**src/rtl/gpio_port_pkg.sv**
```systemverilog
package gpio_port_pkg;

  // Decoded per-access strobes handed from the address decoder to the datapath
  typedef struct packed {
    logic       dataWr;   // masked write to the data window
    logic       dataRd;   // masked read of the data window
    logic       dirWr;    // write of the direction register
    logic       dirRd;    // read of the direction register
    logic       idRd;     // read of an identification byte
    logic [1:0] idIdx;    // which identification byte
    logic       rdAny;    // any read, mapped or not: reload read data
  } portStrobes_t;

endpackage

```
**src/rtl/gpio_port_ctrl.sv**
```systemverilog
module gpio_port_ctrl
  import gpio_port_pkg::*;
#(
  parameter int          LINES    = 8,
  parameter int          ADDR_W   = 12,
  parameter logic [11:0] DIR_OFFS = 12'h400,
  parameter logic [11:0] ID_OFFS  = 12'hFE0
) (
  input  logic              busSel,
  input  logic              busWrite,
  input  logic [ADDR_W-1:0] busAddr,
  output portStrobes_t      strb,
  output logic [LINES-1:0]  accessMask
);

  localparam int WIN_TOP = LINES + 2;
  localparam logic [ADDR_W-1:0] DIR_ADDR = ADDR_W'(DIR_OFFS);
  localparam logic [ADDR_W-1:0] ID_ADDR  = ADDR_W'(ID_OFFS);

  logic aligned;
  logic inData;
  logic inDir;
  logic inId;
  logic rdReq;
  logic wrReq;

  always_comb begin
    aligned = (busAddr[1:0] == 2'b00);
    inData  = aligned && (busAddr[ADDR_W-1:WIN_TOP] == '0);
    inDir   = aligned && (busAddr[ADDR_W-1:2] == DIR_ADDR[ADDR_W-1:2]);
    inId    = aligned && (busAddr[ADDR_W-1:4] == ID_ADDR[ADDR_W-1:4]);
    rdReq   = busSel && !busWrite;
    wrReq   = busSel && busWrite;

    strb.dataWr = wrReq && inData;
    strb.dataRd = rdReq && inData;
    strb.dirWr  = wrReq && inDir;
    strb.dirRd  = rdReq && inDir;
    strb.idRd   = rdReq && inId;
    strb.idIdx  = busAddr[3:2];
    strb.rdAny  = rdReq;
  end

  assign accessMask = busAddr[WIN_TOP-1:2];

endmodule

```
**src/rtl/gpio_port_datapath.sv**
```systemverilog
module gpio_port_datapath
  import gpio_port_pkg::*;
#(
  parameter int                 LINES    = 8,
  parameter logic [4*LINES-1:0] ID_VALUE = 32'h0004_1061
) (
  input  logic             clk,
  input  logic             rstN,
  input  portStrobes_t     strb,
  input  logic [LINES-1:0] accessMask,
  input  logic [LINES-1:0] busWdata,
  input  logic [LINES-1:0] padIn,
  output logic [LINES-1:0] busRdata,
  output logic [LINES-1:0] padOe,
  output logic [LINES-1:0] padOut
);

  logic [LINES-1:0] dirReg;
  logic [LINES-1:0] outReg;
  logic [LINES-1:0] syncA;
  logic [LINES-1:0] syncB;
  logic [LINES-1:0] rdReg;
  logic [LINES-1:0] lineView;
  logic [LINES-1:0] idByte;
  logic [LINES-1:0] readVal;

  always_ff @(posedge clk) begin
    if (!rstN) begin
      dirReg <= '0;
      syncA  <= '0;
      syncB  <= '0;
      rdReg  <= '0;
    end else begin
      if (strb.dirWr) dirReg <= busWdata;
      syncA <= padIn;
      syncB <= syncA;
      if (strb.rdAny) rdReg <= readVal;
    end
  end

  // One update flop per line: a line takes new data only when it is
  // selected by the address mask and currently set as an output.
  for (genvar i = 0; i < LINES; i++) begin : g_line
    always_ff @(posedge clk) begin
      if (!rstN)
        outReg[i] <= 1'b0;
      else if (strb.dataWr && accessMask[i] && dirReg[i])
        outReg[i] <= busWdata[i];
    end
    assign lineView[i] = dirReg[i] ? outReg[i] : syncB[i];
  end

  always_comb begin
    idByte = ID_VALUE[strb.idIdx*LINES +: LINES];
    if (strb.dataRd)
      readVal = lineView & accessMask;
    else if (strb.dirRd)
      readVal = dirReg;
    else if (strb.idRd)
      readVal = idByte;
    else
      readVal = '0;
  end

  assign busRdata = rdReg;
  assign padOe    = dirReg;
  assign padOut   = outReg;

endmodule

```
**src/rtl/gpio_mask_port.sv**
```systemverilog
module gpio_mask_port
  import gpio_port_pkg::*;
#(
  parameter int                 LINES    = 8,
  parameter int                 ADDR_W   = 12,
  parameter logic [4*LINES-1:0] ID_VALUE = 32'h0004_1061
) (
  input  logic              clk,
  input  logic              rstN,
  input  logic              busSel,
  input  logic              busWrite,
  input  logic [ADDR_W-1:0] busAddr,
  input  logic [LINES-1:0]  busWdata,
  output logic [LINES-1:0]  busRdata,
  input  logic [LINES-1:0]  padIn,
  output logic [LINES-1:0]  padOe,
  output logic [LINES-1:0]  padOut
);

  portStrobes_t     strb;
  logic [LINES-1:0] accessMask;

  gpio_port_ctrl #(
    .LINES  (LINES),
    .ADDR_W (ADDR_W)
  ) u_ctrl (
    .busSel     (busSel),
    .busWrite   (busWrite),
    .busAddr    (busAddr),
    .strb       (strb),
    .accessMask (accessMask)
  );

  gpio_port_datapath #(
    .LINES    (LINES),
    .ID_VALUE (ID_VALUE)
  ) u_dp (
    .clk        (clk),
    .rstN       (rstN),
    .strb       (strb),
    .accessMask (accessMask),
    .busWdata   (busWdata),
    .padIn      (padIn),
    .busRdata   (busRdata),
    .padOe      (padOe),
    .padOut     (padOut)
  );

endmodule

```
**config.mk**
```make
export PLATFORM = sky130hd
export DESIGN_NAME = gpio_mask_port
export DESIGN_NICKNAME = d
export VERILOG_FILES = /design/src/rtl/gpio_port_pkg.sv /design/src/rtl/gpio_port_ctrl.sv /design/src/rtl/gpio_port_datapath.sv /design/src/rtl/gpio_mask_port.sv
export SDC_FILE = /design/constraint.sdc
export NUM_CORES = 1
export LEC_CHECK = 0
export BUFFER_PORTS_ARGS = -buffer_cell sky130_fd_sc_hd__buf_2
export CAP_MARGIN = 20
export CORE_ASPECT_RATIO = 0.7
export CORE_UTILIZATION = 32
export CTS_CLUSTER_DIAMETER = 150
export DETAILED_ROUTE_END_ITERATION = 10
export SYNTH_ARGS = -nofsm -noshare
export SYNTH_HDL_FRONTEND = slang
export SYNTH_HIERARCHICAL = 1
export SYNTH_SLANG_ARGS = --single-unit
export TNS_END_PERCENT = 10
```
**constraint.sdc**
```tcl
create_clock -name clk -period 7.29 [get_ports clk]
set_input_delay 2.187 -clock clk [delete_from_list [all_inputs] [get_ports clk]]
set_output_delay 2.187 -clock clk [all_outputs]
set_load 0.02 [all_outputs]
```
==> key figures <==
Run status
  • Status: finished, violations left
  • Violations in the final reports: design-rule violations

Placed design
  • Final weighted congestion of routability-driven global placement: 0.795
  • Number of I/O port buffers: 55
  • Setup Slack @ Placement: 2760 ps
  • Post-detailed-placement half-perimeter wirelength: 2910 µm

GRT
  • Vias in the first global route: 1215
  • Antenna violations before repair: 0
  • Total gr overflow: 0
  • Total global routing track utilization: 14.6%
  • Pin count of the biggest net entering global routing: 41
  • Global-route wire length before repair: 6350 µm

Timing
  • Worst Clk Skew: 4.29 ps
  • Share of the clock period used by the worst path: 55.4%
  • Max-slew headroom: 30.0%
  • Worst Slack Setup Final: 3250 ps
  • Highest Clock Rate: 0.247 GHz
  • Max Transition Viols Final: 0
  • Min Clock Period, post-route: 4040 ps
  • Final setup fails: 0
  • Total Neg Setup Slack: 0 ps
  • Final hold vios: 0
  • Setup repair after global routing missed its margin: false
  • Transition time at the pin with the least slew margin: 1050 ps

Critical path
  • Critical Path Fanout Max: 17
  • Delay of the slowest cell on the worst path: 820 ps
  • Type of element capturing the critical path: flip-flop
  • Critical Path Slowest Stage Cell: sky130_fd_sc_hd__nor2_1
  • CP Cell Sequence: buf_2 -> or4_1 -> nor2_1 -> nor2b_1 -> o21ai_0 -> a31oi_1
  • Critical Path Start Type: input port
  • Arr. time, crit path: 4200 ps
  • Critical path type: input port to flip-flop
  • R2r setup slk: 6170 ps
  • Required time of the worst setup path: 7450 ps

Route
  • First-iteration detailed-routing DRC count: 94
  • Final antenna-violating net count: 0
  • Detail-routed net length per standard cell: 13.8 µm
  • Residual DRC count: 1
  • Router iterations before antenna repair: 7
  • Detailed-route vias per instance: 4.74
  • Total vias in the final route: 1404
  • Post-detailed-routing wire length: 4090 µm

Finish
  • Area taken by multi-input logic gates: 830 µm²
  • Final Util: 40.5%
  • Post-synthesis to final-layout area growth: 21.6%
  • Number of fill cells in the layout: 537
  • Ratio of cells with drive above 1 in the final layout: 33.0%
  • Antenna cell count: 0
  • Nets: 255
  • Sequential cell area: 801 µm²

Clocking
  • Post-CTS setup-driven buffer insertion count: 0
  • Clock sink count: 40
  • Num CTS Buffers: 5
  • H-tree depth: 2
  • Clock Path Buffers: 2
  • Hold bufs inserted after CTS: 0
  • Cts repair resizes: 0
  • Clock input transition at the sequential cells of the worst setup and hold paths: 80 ps
  • Clock tree from TritonCTS: done
  • Clock Root Buffer: sky130_fd_sc_hd__clkbuf_8
  • Clock latency on the worst-skew pair: 290 ps

Floorplan
  • Row cnt: 22
  • IO Pins: 56
  • Height of the die: 63.7 µm
  • Die area: 5750 µm²
  • Die extent in x: 90.2 µm
  • Starting Density: 33.3%
  • Floorplan Core Area: 5230 µm²

Pwr
  • Internal power: 341 µW
  • Relative contribution of the clock network to total power: 40.5%
  • Power density relative to cell area: 206 nW/µm²
  • Switching Share: 21.9%
  • Leakage power of the design: 0.901 nW
  • Portion of total power attributed to sequential cells: 52.1%
  • Worst IR drop on VDD: 0.0820 mV
  • Psw: 95.5 µW
  • Part of the total power dissipated in combinational logic: 7.4%
  • Overall power: 437 µW

Synthesis
  • Synthesis warning total: 6
  • Share of the yosys chip area belonging to registers: 45.9%
  • Cells after synthesis: 178
  • Cell types occupying the most area after synthesis: sky130_fd_sc_hd__dfxtp_1, sky130_fd_sc_hd__mux2i_1, sky130_fd_sc_hd__nor2b_1
  • Share of Yosys cell area claimed by the top area cell type: 45.9%
  • Count of different cell masters after synthesis: 25
  • Syn_nets: 210
  • Cell area after synthesis: 1740 µm²
  • Cell type contributing the most total cell area after synthesis: sky130_fd_sc_hd__dfxtp_1
  • Number of synthesized register bits: 40
  • Mean post-synth cell area: 9.79 µm²

Worst hold path
  • Min-Delay Path Class: flip-flop to flip-flop

Job
  • Count of max-cap constraint violations: 0
-- sequential cells by signal (all words and copies together), names as in the netlist --
signal,cells
u_dp/padOut,8
u_dp/padOe,8
u_dp/syncB,8
u_dp/syncA,8
u_dp/busRdata,8
-- synth_stat cells, drive strengths merged --
cell	number
dfxtp	40
mux2i	21
nor2b	17
and2	16
buf	13
nand2	12
o21ai	11
nand3	8
clkbuf	6
a21oi	5
o221a	5
a31oi	3
and3	3
nand4b	3
nor4	3
or4	3
nand4bb	2
nor2	2
or4b	2
inv	1
nand2b	1
nand4	1
-- layout make-up --
class                      instances  area share, %
multi-input combinational        118           39.1
sequential                        40           37.8
timing repair buffer              57           13.6
tap                               72           4.25
clock buffer                       6           3.42
clock inverter                     2           1.65
inverter                           1          0.177
-- per-layer routing --
| metal | up-vias | global-route usage (%) | part of all wire (%) |
|---|---|---|---|
| li1 | 705 | - | - |
| met1 | 629 | 22.4 | 55 |
| met2 | 63 | 17.6 | 36 |
| met3 | 7 | 4.88 | 7.4 |
| met4 | 0 | 6.65 | 1.5 |
| met5 | - | 0 | 0 |
-- layout by cell type (no fill, tap or decap), types with 3 or more instances in the layout --
cell type | Yosys | layout
sky130_fd_sc_hd__nor2b_1 | 17 | 17
sky130_fd_sc_hd__a21oi_1 | 5 | 5
sky130_fd_sc_hd__clkbuf_8 | 0 | 5
sky130_fd_sc_hd__nand3_1 | 8 | 8
sky130_fd_sc_hd__o221a_2 | 5 | 5
sky130_fd_sc_hd__buf_2 | 2 | 55
sky130_fd_sc_hd__and3_1 | 3 | 3
sky130_fd_sc_hd__nand2_1 | 12 | 12
sky130_fd_sc_hd__dfxtp_1 | 40 | 40
sky130_fd_sc_hd__a31oi_1 | 3 | 3
sky130_fd_sc_hd__o21ai_0 | 11 | 11
sky130_fd_sc_hd__and2_1 | 16 | 16
sky130_fd_sc_hd__nand4b_1 | 3 | 3
sky130_fd_sc_hd__mux2i_1 | 21 | 21
-- power groups by stage --
stage	clock network, mW	registers (mW)	logic (mW)
after floorplan	0	0.235	0.0176
after global placement	0	0.233	0.0317
after detailed placement	0	0.233	0.0320
after CTS	0.182	0.227	0.0322
after global routing	0.192	0.228	0.0352
final	0.177	0.227	0.0322
-- worst max-delay path, delay by kind of cell --
family	cells	cell delay [ps]
buffers and inverters	1	100
AO/OA/AOI/OAI	2	340
AND/OR/NAND/NOR	3	1560
-- path summary, 6_finish.rpt --
check,endpoint,startpoint,cells after the start
max reg2reg,u_dp/busRdata[4],u_dp/padOe[4],3
min,u_dp/syncB[0],u_dp/syncA[0],1
min reg2reg,u_dp/syncB[0],u_dp/syncA[0],1
max,u_dp/busRdata[1],busAddr[10],6
-- metrics by stage --
step	hold slack (ps)	std cells	cell area (µm²)
6_report	438	296	2120
5_1_grt	464	296	2120
4_1_cts	439	295	2110
3_5_place_dp	419	287	2010
3_3_place_gp	416	287	2010
2_1_floorplan	412	178	1740
-- logic make-up (layout without fill, tap and decap cells) --
kind of cell | count (synthesis) | in the layout | share of synthesized area (%)
buffers and inverters | 20 | 66 | 6.82
AND/OR/NAND/NOR | 73 | 73 | 26.3
flip-flops | 40 | 40 | 45.9
multiplexers | 21 | 21 | 12.1
AO/OA/AOI/OAI | 24 | 24 | 8.90
Power figures use the tool's default switching activity.
